==> src/rtl/mii_mgmt_pkg.sv <==
package mii_mgmt_pkg;

  localparam int WORD_W = 32;
  localparam int SEL_W  = 10;
  localparam int HALF_W = 16;

  typedef struct packed {
    logic [3:0]        spare;
    logic              valid_flag;
    logic              op_read;
    logic [SEL_W-1:0]  sel;
    logic [HALF_W-1:0] data;
  } mgmt_cmd_t;

  typedef enum logic [1:0] {
    SEL_STATUS = 2'd0,
    SEL_ID_HI  = 2'd1,
    SEL_ID_LO  = 2'd2,
    SEL_OTHER  = 2'd3
  } mgmt_sel_e;

  // Put the read-valid flag (bit 27) on top of a 16-bit payload.
  function automatic logic [WORD_W-1:0] mk_reply(input logic [HALF_W-1:0] payload);
    logic [WORD_W-1:0] w;
    w     = '0;
    w[27] = 1'b1;
    w[HALF_W-1:0] = payload;
    return w;
  endfunction

endpackage

==> src/rtl/mii_mgmt_cmd_reg.sv <==
module mii_mgmt_cmd_reg
  import mii_mgmt_pkg::*;
(
  input  logic        clk,
  input  logic        rst_n,
  input  logic        wr_hit,
  input  logic [31:0] wr_data,
  output mgmt_cmd_t   cmd_q
);

  always_ff @(posedge clk) begin
    if (!rst_n)      cmd_q <= '0;
    else if (wr_hit) cmd_q <= mgmt_cmd_t'(wr_data);
  end

  assert_store_R2: assert property (@(posedge clk) disable iff (!rst_n)
    wr_hit |=> (cmd_q == $past(wr_data)));

  assert_hold_R8: assert property (@(posedge clk) disable iff (!rst_n)
    !wr_hit |=> $stable(cmd_q));

endmodule

==> src/rtl/mii_mgmt_reply.sv <==
module mii_mgmt_reply
  import mii_mgmt_pkg::*;
#(
  parameter logic [31:0] PHY_ID     = 32'h0141_0E20,
  parameter logic [15:0] LINK_WORD  = 16'h000C,
  parameter logic [9:0]  STATUS_SEL = 10'h021,
  parameter logic [9:0]  IDHI_SEL   = 10'h041,
  parameter logic [9:0]  IDLO_SEL   = 10'h061
)(
  input  logic        clk,
  input  logic        rst_n,
  input  mgmt_cmd_t   cmd,
  output logic [31:0] reply,
  output logic        hit_status,
  output logic        hit_id_hi,
  output logic        hit_id_lo,
  output logic        hit_other
);

  mgmt_sel_e sel_kind;
  logic      unused_cmd_bits;

  assign unused_cmd_bits = ^{cmd.spare, cmd.valid_flag, cmd.data};

  always_comb begin
    if      (cmd.sel == STATUS_SEL) sel_kind = SEL_STATUS;
    else if (cmd.sel == IDHI_SEL)   sel_kind = SEL_ID_HI;
    else if (cmd.sel == IDLO_SEL)   sel_kind = SEL_ID_LO;
    else                            sel_kind = SEL_OTHER;
  end

  assign hit_status = cmd.op_read && (sel_kind == SEL_STATUS);
  assign hit_id_hi  = cmd.op_read && (sel_kind == SEL_ID_HI);
  assign hit_id_lo  = cmd.op_read && (sel_kind == SEL_ID_LO);
  assign hit_other  = cmd.op_read && (sel_kind == SEL_OTHER);

  always_comb begin
    reply = '0;
    unique case (1'b1)
      hit_status: reply = mk_reply(LINK_WORD);
      hit_id_hi:  reply = mk_reply(PHY_ID[31:16]);
      hit_id_lo:  reply = mk_reply(PHY_ID[15:0]);
      hit_other:  reply = mk_reply(16'h0000);
      default:    reply = '0;
    endcase
  end

  assert_one_hit_R7: assert property (@(posedge clk) disable iff (!rst_n)
    cmd.op_read |-> ($countones({hit_status, hit_id_hi, hit_id_lo, hit_other}) == 1));

  assert_no_hit_R3: assert property (@(posedge clk) disable iff (!rst_n)
    !cmd.op_read |-> $onehot0({hit_status, hit_id_hi, hit_id_lo, hit_other}) &&
                     !(hit_status || hit_id_hi || hit_id_lo || hit_other));

  assert_flag_set_R4: assert property (@(posedge clk) disable iff (!rst_n)
    cmd.op_read |-> reply[27]);

endmodule

==> src/rtl/mii_mgmt_responder.sv <==
module mii_mgmt_responder
  import mii_mgmt_pkg::*;
#(
  parameter int          ADDR_W     = 12,
  parameter logic [11:0] MGMT_OFS   = 12'h010,
  parameter logic [31:0] PHY_ID     = 32'h0141_0E20,
  parameter logic [15:0] LINK_WORD  = 16'h000C
)(
  input  logic              clk,
  input  logic              rst_n,
  input  logic              bus_valid,
  input  logic              bus_write,
  input  logic [ADDR_W-1:0] bus_addr,
  input  logic [31:0]       bus_wdata,
  output logic [31:0]       bus_rdata,
  output logic              bus_rvalid
);

  localparam logic [ADDR_W-1:0] OFS = ADDR_W'(MGMT_OFS);

  logic        addr_hit;
  logic        wr_hit;
  logic        rd_req;
  logic        rd_hit;
  mgmt_cmd_t   cmd_q;
  logic [31:0] reply;
  logic        hit_status, hit_id_hi, hit_id_lo, hit_other;

  assign addr_hit = (bus_addr == OFS);
  assign wr_hit   = bus_valid && bus_write && addr_hit;
  assign rd_req   = bus_valid && !bus_write;
  assign rd_hit   = rd_req && addr_hit;

  mii_mgmt_cmd_reg u_cmd (
    .clk     (clk),
    .rst_n   (rst_n),
    .wr_hit  (wr_hit),
    .wr_data (bus_wdata),
    .cmd_q   (cmd_q)
  );

  mii_mgmt_reply #(
    .PHY_ID    (PHY_ID),
    .LINK_WORD (LINK_WORD)
  ) u_reply (
    .clk        (clk),
    .rst_n      (rst_n),
    .cmd        (cmd_q),
    .reply      (reply),
    .hit_status (hit_status),
    .hit_id_hi  (hit_id_hi),
    .hit_id_lo  (hit_id_lo),
    .hit_other  (hit_other)
  );

  always_ff @(posedge clk) begin
    if (!rst_n) begin
      bus_rvalid <= 1'b0;
      bus_rdata  <= '0;
    end else begin
      bus_rvalid <= rd_req;
      bus_rdata  <= rd_hit ? reply : '0;
    end
  end

  assert_rvalid_R10: assert property (@(posedge clk) disable iff (!rst_n)
    rd_req |=> bus_rvalid);

  assert_quiet_R11: assert property (@(posedge clk) disable iff (!rst_n)
    !rd_req |=> (!bus_rvalid && bus_rdata == '0));

  assert_miss_zero_R9: assert property (@(posedge clk) disable iff (!rst_n)
    (rd_req && !addr_hit) |=> (bus_rdata == '0));

  assert_status_R4: assert property (@(posedge clk) disable iff (!rst_n)
    (rd_hit && hit_status) |=> (bus_rdata[27] && bus_rdata[15:0] == LINK_WORD));

endmodule

==> config.mk <==
export PLATFORM = sky130hd
export DESIGN_NAME = mii_mgmt_responder
export DESIGN_NICKNAME = d
export VERILOG_FILES = /design/src/rtl/mii_mgmt_pkg.sv /design/src/rtl/mii_mgmt_cmd_reg.sv /design/src/rtl/mii_mgmt_reply.sv /design/src/rtl/mii_mgmt_responder.sv
export SDC_FILE = /design/constraint.sdc
export NUM_CORES = 1
export LEC_CHECK = 0
export BUFFER_PORTS_ARGS = -buffer_cell sky130_fd_sc_hd__buf_2
export CORE_MARGIN = 2
export CORE_UTILIZATION = 30
export CTS_CLUSTER_SIZE = 28
export DETAILED_ROUTE_END_ITERATION = 7
export GPL_ROUTABILITY_DRIVEN = 0
export PLACE_DENSITY = 0.67
export SLEW_MARGIN = 10
export SYNTH_ARGS = -nofsm -noshare
export SYNTH_HDL_FRONTEND = slang
export SYNTH_SLANG_ARGS = --single-unit
==> constraint.sdc <==
create_clock -name clk -period 1.8 [get_ports clk]
set_clock_uncertainty 0.2 [all_clocks]
set_input_delay 0.27 -clock clk [delete_from_list [all_inputs] [get_ports clk]]
set_output_delay 0.27 -clock clk [all_outputs]
set_load 0.01 [all_outputs]
# After elaboration in Yosys (flattened, before gate mapping)
# Index checks and enable logic that the tools add are counted.
dict set report word_totals {
  inputBits 48
  output_inout_bits 33
  ff_bits 44
}
dict set report classes {
  n_mux 4
  reduce_logical 11
  eq_ne 7
}
# operator count
set ops {}
lappend ops {{$pmux 28 s4} 1}
lappend ops {{$eq 10x7->1 const B} 2}
lappend ops {{$eq 12x5->1 const B} 1}
lappend ops {{$eq 10x6->1 const B} 1}
lappend ops {{$logic_and 1x1->1} 8}
lappend ops {{$eq 2x2->1 const B} 2}
lappend ops {{$mux 2} 2}
lappend ops {{$eq 2x1->1 const B} 1}
lappend ops {{$logic_not 2->1} 1}
lappend ops {{$reduce_and 2->1} 1}
lappend ops {{$logic_not 1->1} 1}
lappend ops {{$mux 1} 1}

# Depth between registers and ports, before layout
# Gate-level depths: netlist of run 1.
dict set report logic_depth {
  depth_word 7
  ltp_mapped 4
  mapped_depth_nobuf 3
}

# Hierarchy
# A second synthesis of run 1 with hierarchy kept.
dict set report unflattened {
  cells_unflattened 276
  area_unflattened_um2 3109.2
}
# module n_inst cells_each area_per_inst_um2 seq_area_each_um2
set modules_own_cells {}
lappend modules_own_cells {mii_mgmt_responder 1 127 1546.5 660.6}
lappend modules_own_cells {mii_mgmt_cmd_reg 1 103 1243.7 640.6}
lappend modules_own_cells {mii_mgmt_reply 1 46 319.1 0.0}

# Worst setup path after synthesis of run 1
# Ideal clock, no wire load.
dict set report synth_timing {
  path_kind {input-to-reg}
  start {input bus_addr[1]}
  end {register, netlist name u_cmd.cmd_q[16]}
  required_ns 1.528
  arrival_time_ns 1.111
  setup_slack_ns 0.418
  stages 4
  path_buffers 1
  path_cell_list {nor4_2 -> and4_4 -> buf_12 -> mux2i_1}
}
dict set report synth_via {
  elab_chain_cells 2
}
# element line
set synth_lines {}
lappend synth_lines {{from (decl)} mii_mgmt_responder.sv:13} ;# input logic [ADDR_W-1:0] bus_addr,
lappend synth_lines {{$eq 12x5->1} mii_mgmt_responder.sv:29} ;# assign addr_hit = (bus_addr == OFS);
lappend synth_lines {{$logic_and 1x1->1} mii_mgmt_responder.sv:30} ;# assign wr_hit = bus_valid && bus_write && addr_hit;
# Every way passes these cells.
# A chain may end at the register's enable or synchronous reset.

# Worst setup path after layout of run 1
dict set report layout_timing {
  start {register, netlist name u_cmd.cmd_q[23]}
  end {register bus_rdata[8]}
}
dict set report layout_via {
  elab_chain_cells 7
  elab_cells_between_ends 15
  classes_between {6 x eq/ne; 4 x mux; 5 x reduce/logical}
}
# element line
set layout_lines {}
lappend layout_lines {{$eq 10x7->1} mii_mgmt_reply.sv:28} ;# else if (cmd.sel == IDLO_SEL) sel_kind = SEL_ID_LO;
lappend layout_lines {{$mux 1} mii_mgmt_reply.sv:28}
lappend layout_lines {{$mux 2} mii_mgmt_reply.sv:27} ;# else if (cmd.sel == IDHI_SEL) sel_kind = SEL_ID_HI;
lappend layout_lines {{$mux 2 *} mii_mgmt_reply.sv:26} ;# if (cmd.sel == STATUS_SEL) sel_kind = SEL_STATUS;
lappend layout_lines {{$eq 2x2->1 (tied with other cells)} mii_mgmt_reply.sv:35} ;# assign hit_other = cmd.op_read && (sel_kind == SEL_OTHER);
lappend layout_lines {{$logic_and 1x1->1 (on tied branches)} --}
lappend layout_lines {{$pmux 28 s4 *} mii_mgmt_reply.sv:39} ;# unique case (1'b1)
lappend layout_lines {{to (signal assigned)} mii_mgmt_responder.sv:62} ;# bus_rdata <= rd_hit ? reply : '0;
lappend layout_lines {{to (decl)} mii_mgmt_responder.sv:15} ;# output logic [31:0] bus_rdata,
# Mark *: on every way between the ends. The rest lies on a longest branch, timed or not.

==> results of run 1 <==
worst max-delay path, stage by stage (launching register included):
cell	delay, ps
dfxtp_1	320
nor4_1	280
nand2_1	150
nor4_1	270
kinds of logic after synthesis:
group | Yosys count | synth area share
and+or+nand+nor | 39 | 0.2541
buffers and inverters | 32 | 0.2666
DFF | 16 | 0.3536
muxes | 11 | 0.1216
other | 1 | 0.004140
final cells by class:
cell class / instances / area, um2 / share of cell area
clock buffer: 4 / 36.28 / 0.03576
sequential: 16 / 320.3 / 0.3157
inverter: 1 / 3.754 / 0.003699
timing repair buffer: 38 / 192.7 / 0.1899
multi-input combinational: 72 / 422.9 / 0.4168
tap: 31 / 38.79 / 0.03822
report_power, final:
group | switching [mW] | internal, mW | leakage [nW]
Clock | 0.105 | 0.123 | 0.0210
Sequential | 0.000139 | 0.355 | 0.129
Combinational | 0.0462 | 0.0295 | 0.322
layout by cell type, fill, tap and decap left out:
cell and count:
conb_1 22, nor4b_4 1, buf_2 37, and4_4 1, clkbuf_8 1, nand2b_1 2, buf_4 1, nand2_1 24
inv_1 1, clkbuf_4 3, nor4_4 1, nor4_2 1, and2_1 1, mux2i_1 11, nand4_1 1, dfxtp_1 16
nor2_1 1, and3b_1 1, nor4_1 4, nor4b_1 1
through the flow:
stage / instance area, um2 / hold slack [ps] / util / power, mW / worst slack, ps
2_1_floorplan: 984.7 / 212.1 / - / 0.4359 / 417.9
3_3_place_gp: 978.4 / 244.2 / 0.3488 / 0.4375 / 230.2
3_5_place_dp: 978.4 / 252.7 / 0.3488 / 0.4381 / 215.1
4_1_cts: 1015 / 18.83 / 0.3617 / 0.6684 / 440.5
5_1_grt: 1015 / 13.45 / 0.3617 / 0.6956 / 389.5
6_report: 1015 / 28.08 / 0.3617 / 0.6588 / 485.1
flip-flops by register name, indices dropped and copies added (netlist names):
name and flops:
bus_rdata 4, bus_rvalid 1, u_cmd.cmd_q 11
worst min-delay path by stage:
stage                         start         endpoint  slack, ps  cells after the start
detailed placement  u_cmd.cmd_q[26]  u_cmd.cmd_q[26]        250                      2
CTS                   bus_wdata[26]  u_cmd.cmd_q[26]         20                      3
floorplan             bus_wdata[16]  u_cmd.cmd_q[16]        210                      2
global route          bus_wdata[26]  u_cmd.cmd_q[26]         10                      3
global placement    u_cmd.cmd_q[16]  u_cmd.cmd_q[16]        240                      2
finish                bus_wdata[26]  u_cmd.cmd_q[26]         30                      3
per-layer routing:
layer | vias up | GRT usage | part of all wire | routed length [um]
li1 | 342 | - | - | -
met1 | 287 | 0.09498 | 0.43 | 624
met2 | 46 | 0.1444 | 0.42 | 615
met3 | 0 | 0.03516 | 0.15 | 217
met4 | 0 | 0.01948 | 0 | 0
met5 | - | 0 | 0 | 0
==> impl_metrics.py, run 1 <==
metrics = {
    "outcome": {
        "status": "finished with violations",
        "violations": "DRC",
    },
    "logic_synthesis": {
        "synth_largest_area_cell": "dfxtp_1",
        "ys.warnings.count": 0,
        "synth.area.top_cells": "dfxtp_1 35%, buf_4 23%, mux2i_1 12%",
        "syn_inst": 99,
        "synthFlopType": "dfxtp_1",
        "netlist_area_um2": 905.9,
        "synth.distinct_cells": 19,
        "synth_common_cells": "28 x buf_4, 24 x nand2_1, 16 x dfxtp_1",
        "synth_most_common_cell": "buf_4",
        "seq_area_frac_synth": 0.3536,
        "synth-edff-count": 0,
        "ys_ff_latch": 16,
        "synth_area_per_cell_um2": 9.150,
        "synth_top_area_frac": 0.3536,
        "synthArstFlopShare": 0,
    },
    "clocking": {
        "clkSlewWorstSetupHoldPaths_ps": 90,
        "cts-hold-fix-buffers": 0,
        "clk_latency_ps": 280,
        "clock-sinks": 16,
        "tritoncts": "done",
        "clk_path_buf_depth": 2,
        "cts_resized": 0,
        "cts_max_level": 1,
        "post-cts-setup-buffers": 0,
        "numCtsBuffers": 3,
        "root_buffer": "clkbuf_4",
    },
    "grt": {
        "grt_pass1_vias": 565,
        "overflow": 0,
        "antenna_found_initial": 0,
        "grt_max_degree": 23,
        "grt_usage": 0.08345,
        "grt_pass1_wl_mm": 2.235,
    },
    "die": {
        "core_area_mm2": 0.002805,
        "rows": 19,
        "ioPinCount": 81,
        "initial_core_util": 0.3229,
        "die_w_um": 58.95,
        "die_y_um": 58.95,
        "die_area_mm2": 0.003475,
    },
    "drt": {
        "dr.pass1.iters": 6,
        "routedWlPerCell_um": 8.994,
        "wirelength_mm": 1.457,
        "drc": 7,
        "dr.first_iter.drc_count": 27,
        "ant_nets": 0,
        "via_per_inst": 4.167,
        "vias": 675,
    },
    "setup_path": {
        "r2r_slack_ps": 490,
        "reg2regPathDepth": 3,
        "critPathLaunchType": "flop",
        "crit_end": "bus_rdata[8]",
        "worstSetupPathType": "flop to flop",
        "cp-startpoint": "u_cmd.cmd_q[23]",
        "cp-end-kind": "flop",
        "required_ps": 1780,
        "path_max_fanout": 3,
        "timing.rr.end": "bus_rdata[8]",
        "reg2reg_from": "u_cmd.cmd_q[23]",
        "arrival_ps": 1300,
    },
    "layout": {
        "fin_cells": 162,
        "nets": 180,
        "drive_gt1_frac": 0.3511,
        "area_delta_synth_final_pct": 12.02,
        "antenna_cells": 0,
        "nFillCells": 303,
    },
    "placed_design": {
        "hpwl_mm": 1.196,
        "dpl.cell_count": 158,
        "port-buffer-count": 37,
    },
    "sta": {
        "finalHoldViolations": 0,
        "fin_crit_ps": 1315,
        "slew_violations": 0,
        "max_freq_mhz": 760.5,
        "rsz0062_at_grt": "no",
        "setup_viol": 0,
        "tns_ps": 0,
        "min_period_over_period": 0.7305,
    },
    "power": {
        "vdd_drop_max_v": 0.0002265,
        "leakagePower_nw": 0.4724,
        "p_per_area_mw_per_mm2": 649.2,
    },
    "hold_path": {
        "hp-class": "primary input to flop",
    },
    "run": {
        "drv_cap": 0,
    },
}
Power figures use the tool's default switching activity.
==> inputs of run 2 (changes only) <==
==> constraint.sdc (replaced) <==
create_clock -name clk -period 1.3 [get_ports clk]
set_clock_uncertainty 0.2 [all_clocks]
set_input_delay 0.195 -clock clk [delete_from_list [all_inputs] [get_ports clk]]
set_output_delay 0.195 -clock clk [all_outputs]
set_load 0.01 [all_outputs]
==> run 2 against run 1 <==
The flow still finishes with violations (DRC). Sequential share of layout area decreased by 4.4 points. Hold slack improved by 120 ps. Sequential cell count unchanged. Final cell count increased by 7.4%. Critical path type unchanged. Power increased by 43%. Maximum frequency increased by 3.5%. Sequential power increased by 38%. Largest power group unchanged. Non-clock buffer count increased by 12. Routed wire length increased by 14%. First-iteration DRC count decreased by 33%. Combinational power increased by 77%. Largest cell class unchanged.
==> impl_metrics.py, run 2 (synthesis gave the netlist of run 1 again) <==
metrics = {
    "sta": {
        "min_period_over_period": 0.9772,
        "hold_slack_ps": 151.3,
        "rsz0062_at_grt": "yes",
        "max_freq_mhz": 787.2,
        "finalHoldViolations": 0,
        "slew_violations": 0,
        "setup_viol": 0,
        "fin_crit_ps": 1270,
    },
    "drt": {
        "dr.first_iter.drc_count": 18,
        "routedWlPerCell_um": 9.529,
        "wirelength_mm": 1.658,
        "vias": 725,
        "ant_nets": 0,
        "dr.pass1.iters": 8,
        "via_per_inst": 4.167,
        "drc": 6,
    },
    "layout": {
        "antenna_cells": 0,
        "drive_gt1_frac": 0.3636,
        "nFillCells": 296,
        "final_cell_mix": "37 x buf_2, 23 x nand2_1, 22 x conb_1",
        "top_register": "u_cmd.cmd_q",
        "final_common_cell": "buf_2",
        "largest_reg_flops": 11,
        "area_delta_synth_final_pct": 29.97,
        "largestRegisters": "u_cmd.cmd_q: 11 flops, bus_rdata: 4 flops, bus_rvalid: 1 flops",
        "nets": 192,
    },
    "grt": {
        "grt_max_degree": 23,
        "grt_pass1_wl_mm": 2.415,
        "grt_usage": 0.09298,
        "antenna_found_initial": 0,
        "grt_pass1_vias": 592,
        "overflow": 0,
    },
    "power": {
        "leakagePower_nw": 0.5307,
        "p_total_mw": 0.9399,
        "p_per_area_mw_per_mm2": 798.3,
        "vdd_drop_max_v": 0.0004201,
    },
    "setup_path": {
        "r2r_slack_ps": 30,
        "worstSetupPathType": "flop to flop",
        "critPathSlowestCell": "dfxtp_1",
        "cp.depth": 3,
        "cp-startpoint": "u_cmd.cmd_q[23]",
        "path_max_fanout": 3,
        "reg2regPathDepth": 3,
        "required_ps": 1290,
        "cp_top_family": "simple AND/OR/NAND/NOR gates",
        "critPathLaunchType": "flop",
        "cp.buffers_inverters": 0,
        "cp-end-kind": "flop",
        "arrival_ps": 1260,
        "crit_end": "bus_rdata[11]",
        "max_stage_delay_ps": 330,
        "path_cells": "nor4_2 > nand2_2 > nor4_2",
        "reg2reg_from": "u_cmd.cmd_q[23]",
        "timing.rr.end": "bus_rdata[11]",
        "crit_path_frequent_cell": "nor4_2",
    },
    "run": {
        "drv_cap": 0,
    },
    "hold_path": {
        "holdPathStages": 4,
        "hp-class": "primary input to flop",
    },
    "outcome": {
        "status": "finished with violations",
        "violations": "DRC",
    },
    "die": {
        "die_area_mm2": 0.003475,
        "initial_core_util": 0.3229,
        "die_w_um": 58.95,
        "die_y_um": 58.95,
        "rows": 19,
        "core_area_mm2": 0.002805,
        "ioPinCount": 81,
    },
    "clocking": {
        "clock-sinks": 16,
        "clk_latency_ps": 280,
        "numCtsBuffers": 3,
        "cts_max_level": 1,
        "root_buffer": "clkbuf_4",
        "clkSlewWorstSetupHoldPaths_ps": 90,
        "clk_path_buf_depth": 2,
        "tritoncts": "done",
    },
    "placed_design": {
        "hpwl_mm": 1.244,
        "port-buffer-count": 37,
    },
}
==> run 2: cell count changes in the layout (fill, tap and decap cells not counted), sizes merged <==
cell	before	now
dlygate4sd3	0	12
==> run 2: how the worst min path moves through the flow <==
stage,slack [ps],start,to
global route,160,bus_addr[2],bus_rdata[27]
floorplan,140,bus_wdata[16],u_cmd.cmd_q[16]
finish,150,bus_addr[2],bus_rdata[27]
global placement,240,u_cmd.cmd_q[16],u_cmd.cmd_q[16]
CTS,100,bus_addr[2],bus_rdata[27]
detailed placement,250,u_cmd.cmd_q[21],bus_rdata[11]
==> run 2: area by class of cell <==
cell class / instances / area (um2) / share of cell area
Inverter: 1 / 3.754 / 0.003188
Multi-Input combinational cell: 72 / 465.4 / 0.3953
Timing Repair Buffer: 50 / 312.8 / 0.2657
Sequential cell: 16 / 320.3 / 0.2721
Clock buffer: 4 / 36.28 / 0.03082
Tap cell: 31 / 38.79 / 0.03294
==> run 2: metrics by stage <==
step / area, um2 / utilization / setup TNS (ps) / setup WS, ps / cells
2_1_floorplan: 993.5 / - / 0 / 9.990 / 120
3_3_place_gp: 987.2 / 0.3519 / -2076 / -169.1 / 158
3_5_place_dp: 987.2 / 0.3519 / -2614 / -227.3 / 158
4_1_cts: 1156 / 0.4121 / 0 / 3.433 / 174
5_1_grt: 1177 / 0.4197 / -49.76 / -40.57 / 174
6_report: 1177 / 0.4197 / 0 / 29.69 / 174
==> run 2: report_power, final <==
group | leakage (nW) | switching, mW | internal (mW)
combinational | 0.381 | 0.0699 | 0.0646
clock | 0.0210 | 0.144 | 0.170
sequential | 0.129 | 0.000248 | 0.491
==> run 2: metal layers <==
metal / share of wire / vias to the layer above / track usage
met5: 0 / - / 0
li1: - / 364 / -
met2: 0.49 / 46 / 0.1619
met1: 0.38 / 315 / 0.1003
met3: 0.14 / 0 / 0.04835
met4: 0 / 0 / 0.01948
==> run 2: worst reg2reg max path, delay by kind of cell, from the launching register on <==
kind,cells,cell delay [ps]
AND/OR/NAND/NOR,3,660
flip-flops,1,330
==> run 2: repair_timing <==
item	in CTS	in global routing
endpoints found under the setup margin	2	3
hold buffers	12	0
endpoints found under the hold margin	12	0
gates resized for setup	2	4
setup buffers	0	0
pin swaps	1	4
==> inputs of run 3 (changes only) <==
--- a/config.mk
+++ b/config.mk
@@ -7,11 +7,12 @@
 export LEC_CHECK = 0
 export BUFFER_PORTS_ARGS = -buffer_cell sky130_fd_sc_hd__buf_2
 export CORE_MARGIN = 2
-export CORE_UTILIZATION = 30
+export CORE_UTILIZATION = 38
+export CTS_BUF_LIST = sky130_fd_sc_hd__clkbuf_4 sky130_fd_sc_hd__clkbuf_8
 export CTS_CLUSTER_SIZE = 28
 export DETAILED_ROUTE_END_ITERATION = 7
 export GPL_ROUTABILITY_DRIVEN = 0
-export PLACE_DENSITY = 0.67
+export PLACE_DENSITY = 0.81
 export SLEW_MARGIN = 10
 export SYNTH_ARGS = -nofsm -noshare
 export SYNTH_HDL_FRONTEND = slang
==> run 3 against run 2 <==
The flow now finishes without violations. Largest power group unchanged. First-iteration DRC count shrank 72%. Sequential cell count did not move. Die area decreased by 20%. Critical endpoint is now bus_rdata[8]. Register-to-register slack improved by 40 ps.
==> impl_metrics.py, run 3 (synthesis gave the netlist of run 1 again) <==
metrics = {
    "die": {
        "rows": 17,
        "die_w_um": 52.83,
        "die_y_um": 52.83,
        "die_area_mm2": 0.002790,
        "core_area_mm2": 0.002233,
        "ioPinCount": 81,
        "initial_core_util": 0.4056,
    },
    "drt": {
        "dr.pass1.iters": 4,
        "drc": 0,
        "ant_nets": 0,
        "vias": 747,
        "dr.first_iter.drc_count": 5,
        "routedWlPerCell_um": 9.936,
        "via_per_inst": 4.368,
        "wirelength_mm": 1.699,
    },
    "layout": {
        "final_common_cell": "buf_2",
        "nets": 192,
        "nFillCells": 202,
        "final_area_mm2": 0.001169,
        "largestRegisters": "u_cmd.cmd_q: 11 flops, bus_rdata: 4 flops, bus_rvalid: 1 flops",
        "fin_cells": 171,
        "top_register": "u_cmd.cmd_q",
        "drive_gt1_frac": 0.3497,
        "antenna_cells": 0,
        "largest_reg_flops": 11,
        "area_delta_synth_final_pct": 29.01,
        "final_cell_mix": "37 x buf_2, 24 x nand2_1, 22 x conb_1",
    },
    "sta": {
        "max_freq_mhz": 811.6,
        "hold_slack_ps": 95.88,
        "slew_violations": 0,
        "setup_viol": 0,
        "finalHoldViolations": 0,
        "min_period_over_period": 0.9478,
        "rsz0062_at_grt": "no",
        "tns_ps": 0,
        "fin_crit_ps": 1232,
    },
    "power": {
        "p_seq_frac": 0.517,
        "power_frac_clock": 0.340,
        "p_total_mw": 0.9509,
        "vdd_drop_max_v": 0.0004773,
        "swShare": 0.2365,
        "switchingPower_mw": 0.2249,
        "leakagePower_nw": 0.5311,
        "p_int_mw": 0.7260,
        "p_per_area_mw_per_mm2": 813.7,
        "p_comb_frac": 0.143,
    },
    "grt": {
        "grt_pass1_wl_mm": 2.463,
        "overflow": 0,
        "grt_pass1_vias": 655,
        "grt_usage": 0.1233,
        "grt_max_degree": 23,
        "antenna_found_initial": 0,
    },
    "clocking": {
        "post-cts-setup-buffers": 0,
        "clk_path_buf_depth": 2,
        "numCtsBuffers": 3,
        "clk_latency_ps": 280,
        "clkSlewWorstSetupHoldPaths_ps": 90,
        "clock-sinks": 16,
        "cts_max_level": 1,
        "root_buffer": "clkbuf_4",
        "tritoncts": "done",
    },
    "run": {
        "drv_cap": 0,
    },
    "placed_design": {
        "port-buffer-count": 37,
        "dpl-instance-area_um2": 983.4,
        "dpl.cell_count": 155,
        "hpwl_mm": 1.249,
    },
    "hold_path": {
        "holdPathStages": 4,
        "min_from": "bus_addr[2]",
        "hp-class": "primary input to flop",
        "min_to": "bus_rdata[27]",
    },
    "outcome": {
        "status": "finished clean",
    },
    "setup_path": {
        "cp-end-kind": "flop",
        "critPathSlowestCell": "dfxtp_1",
        "reg2reg_from": "u_cmd.cmd_q[23]",
        "reg2regPathDepth": 3,
        "worstSetupPathType": "flop to flop",
        "required_ps": 1300,
        "arrival_ps": 1230,
        "timing.rr.end": "bus_rdata[8]",
        "cp_top_family": "simple AND/OR/NAND/NOR gates",
        "r2r_slack_ps": 70,
        "cp.buffers_inverters": 0,
        "path_cells": "nor4_2 > nand2_1 > nor4_1",
        "max_stage_delay_ps": 330,
        "critPathLaunchType": "flop",
        "path_max_fanout": 3,
    },
}
-- run 3: cell counts in the layout (fill, tap and decap cells not counted) --
No cell type changed its count.
-- run 3: power by group through the flow --
stage                     Clock (mW)  Combinational (mW)  Sequential, mW
after CTS                      0.334               0.135           0.491
after detailed placement           0               0.108           0.503
after floorplan                    0               0.101           0.503
final                          0.324               0.136           0.491
after global placement             0               0.106           0.503
after global routing           0.360               0.150           0.491
-- run 3: timing repair --
action / in CTS / in global routing
pin swaps: 1 / 5
endpoints found under the hold margin: 12 / 0
hold buffers: 12 / 0
setup endpoints to repair: 3 / 3
gates resized for setup: 3 / 2
-- run 3: routing by layer --
| metal | track usage | up-vias | wire (um) |
|---|---|---|---|
| met4 | 0.06410 | 0 | 15 |
| met1 | 0.1033 | 334 | 596 |
| met2 | 0.2521 | 47 | 874 |
| met5 | 0 | - | 0 |
| met3 | 0.03429 | 2 | 212 |
| li1 | - | 364 | - |
-- run 3: worst max-delay path by stage --
stage,from,to,slack (ps),depth (start not counted)
final,u_cmd.cmd_q[23],bus_rdata[8],70,3
after global routing,u_cmd.cmd_q[23],bus_rdata[8],3,3
after CTS,u_cmd.cmd_q[23],bus_rdata[3],2,3
after detailed placement,bus_addr[1],u_cmd.cmd_q[20],-200,4
after global placement,bus_addr[6],u_cmd.cmd_q[23],-170,4
after floorplan,bus_addr[5],u_cmd.cmd_q[16],10,4
-- run 3: area by class of cell --
type	instances	area (um2)	area share
Multi-Input combinational cell	72	459.2	0.3929
Sequential cell	16	321.6	0.2752
Timing Repair Buffer	50	312.8	0.2677
Clock buffer	4	36.28	0.03105
Tap cell	28	35.03	0.02998
Inverter	1	3.754	0.003212
-- run 3: stage by stage --
step / setup WS, ps / utilization
after global routing: 3.420 / 0.5232
after detailed placement: -200.3 / 0.4403
after floorplan: 9.990 / -
after global placement: -166.7 / 0.4403
final: 67.84 / 0.5232
after CTS: 1.883 / 0.5188
-- run 3: worst reg2reg max path: stages, from the launching register on --
cell and delay (ps):
dfxtp_1 330, nor4_2 280, nand2_1 150, nor4_1 180
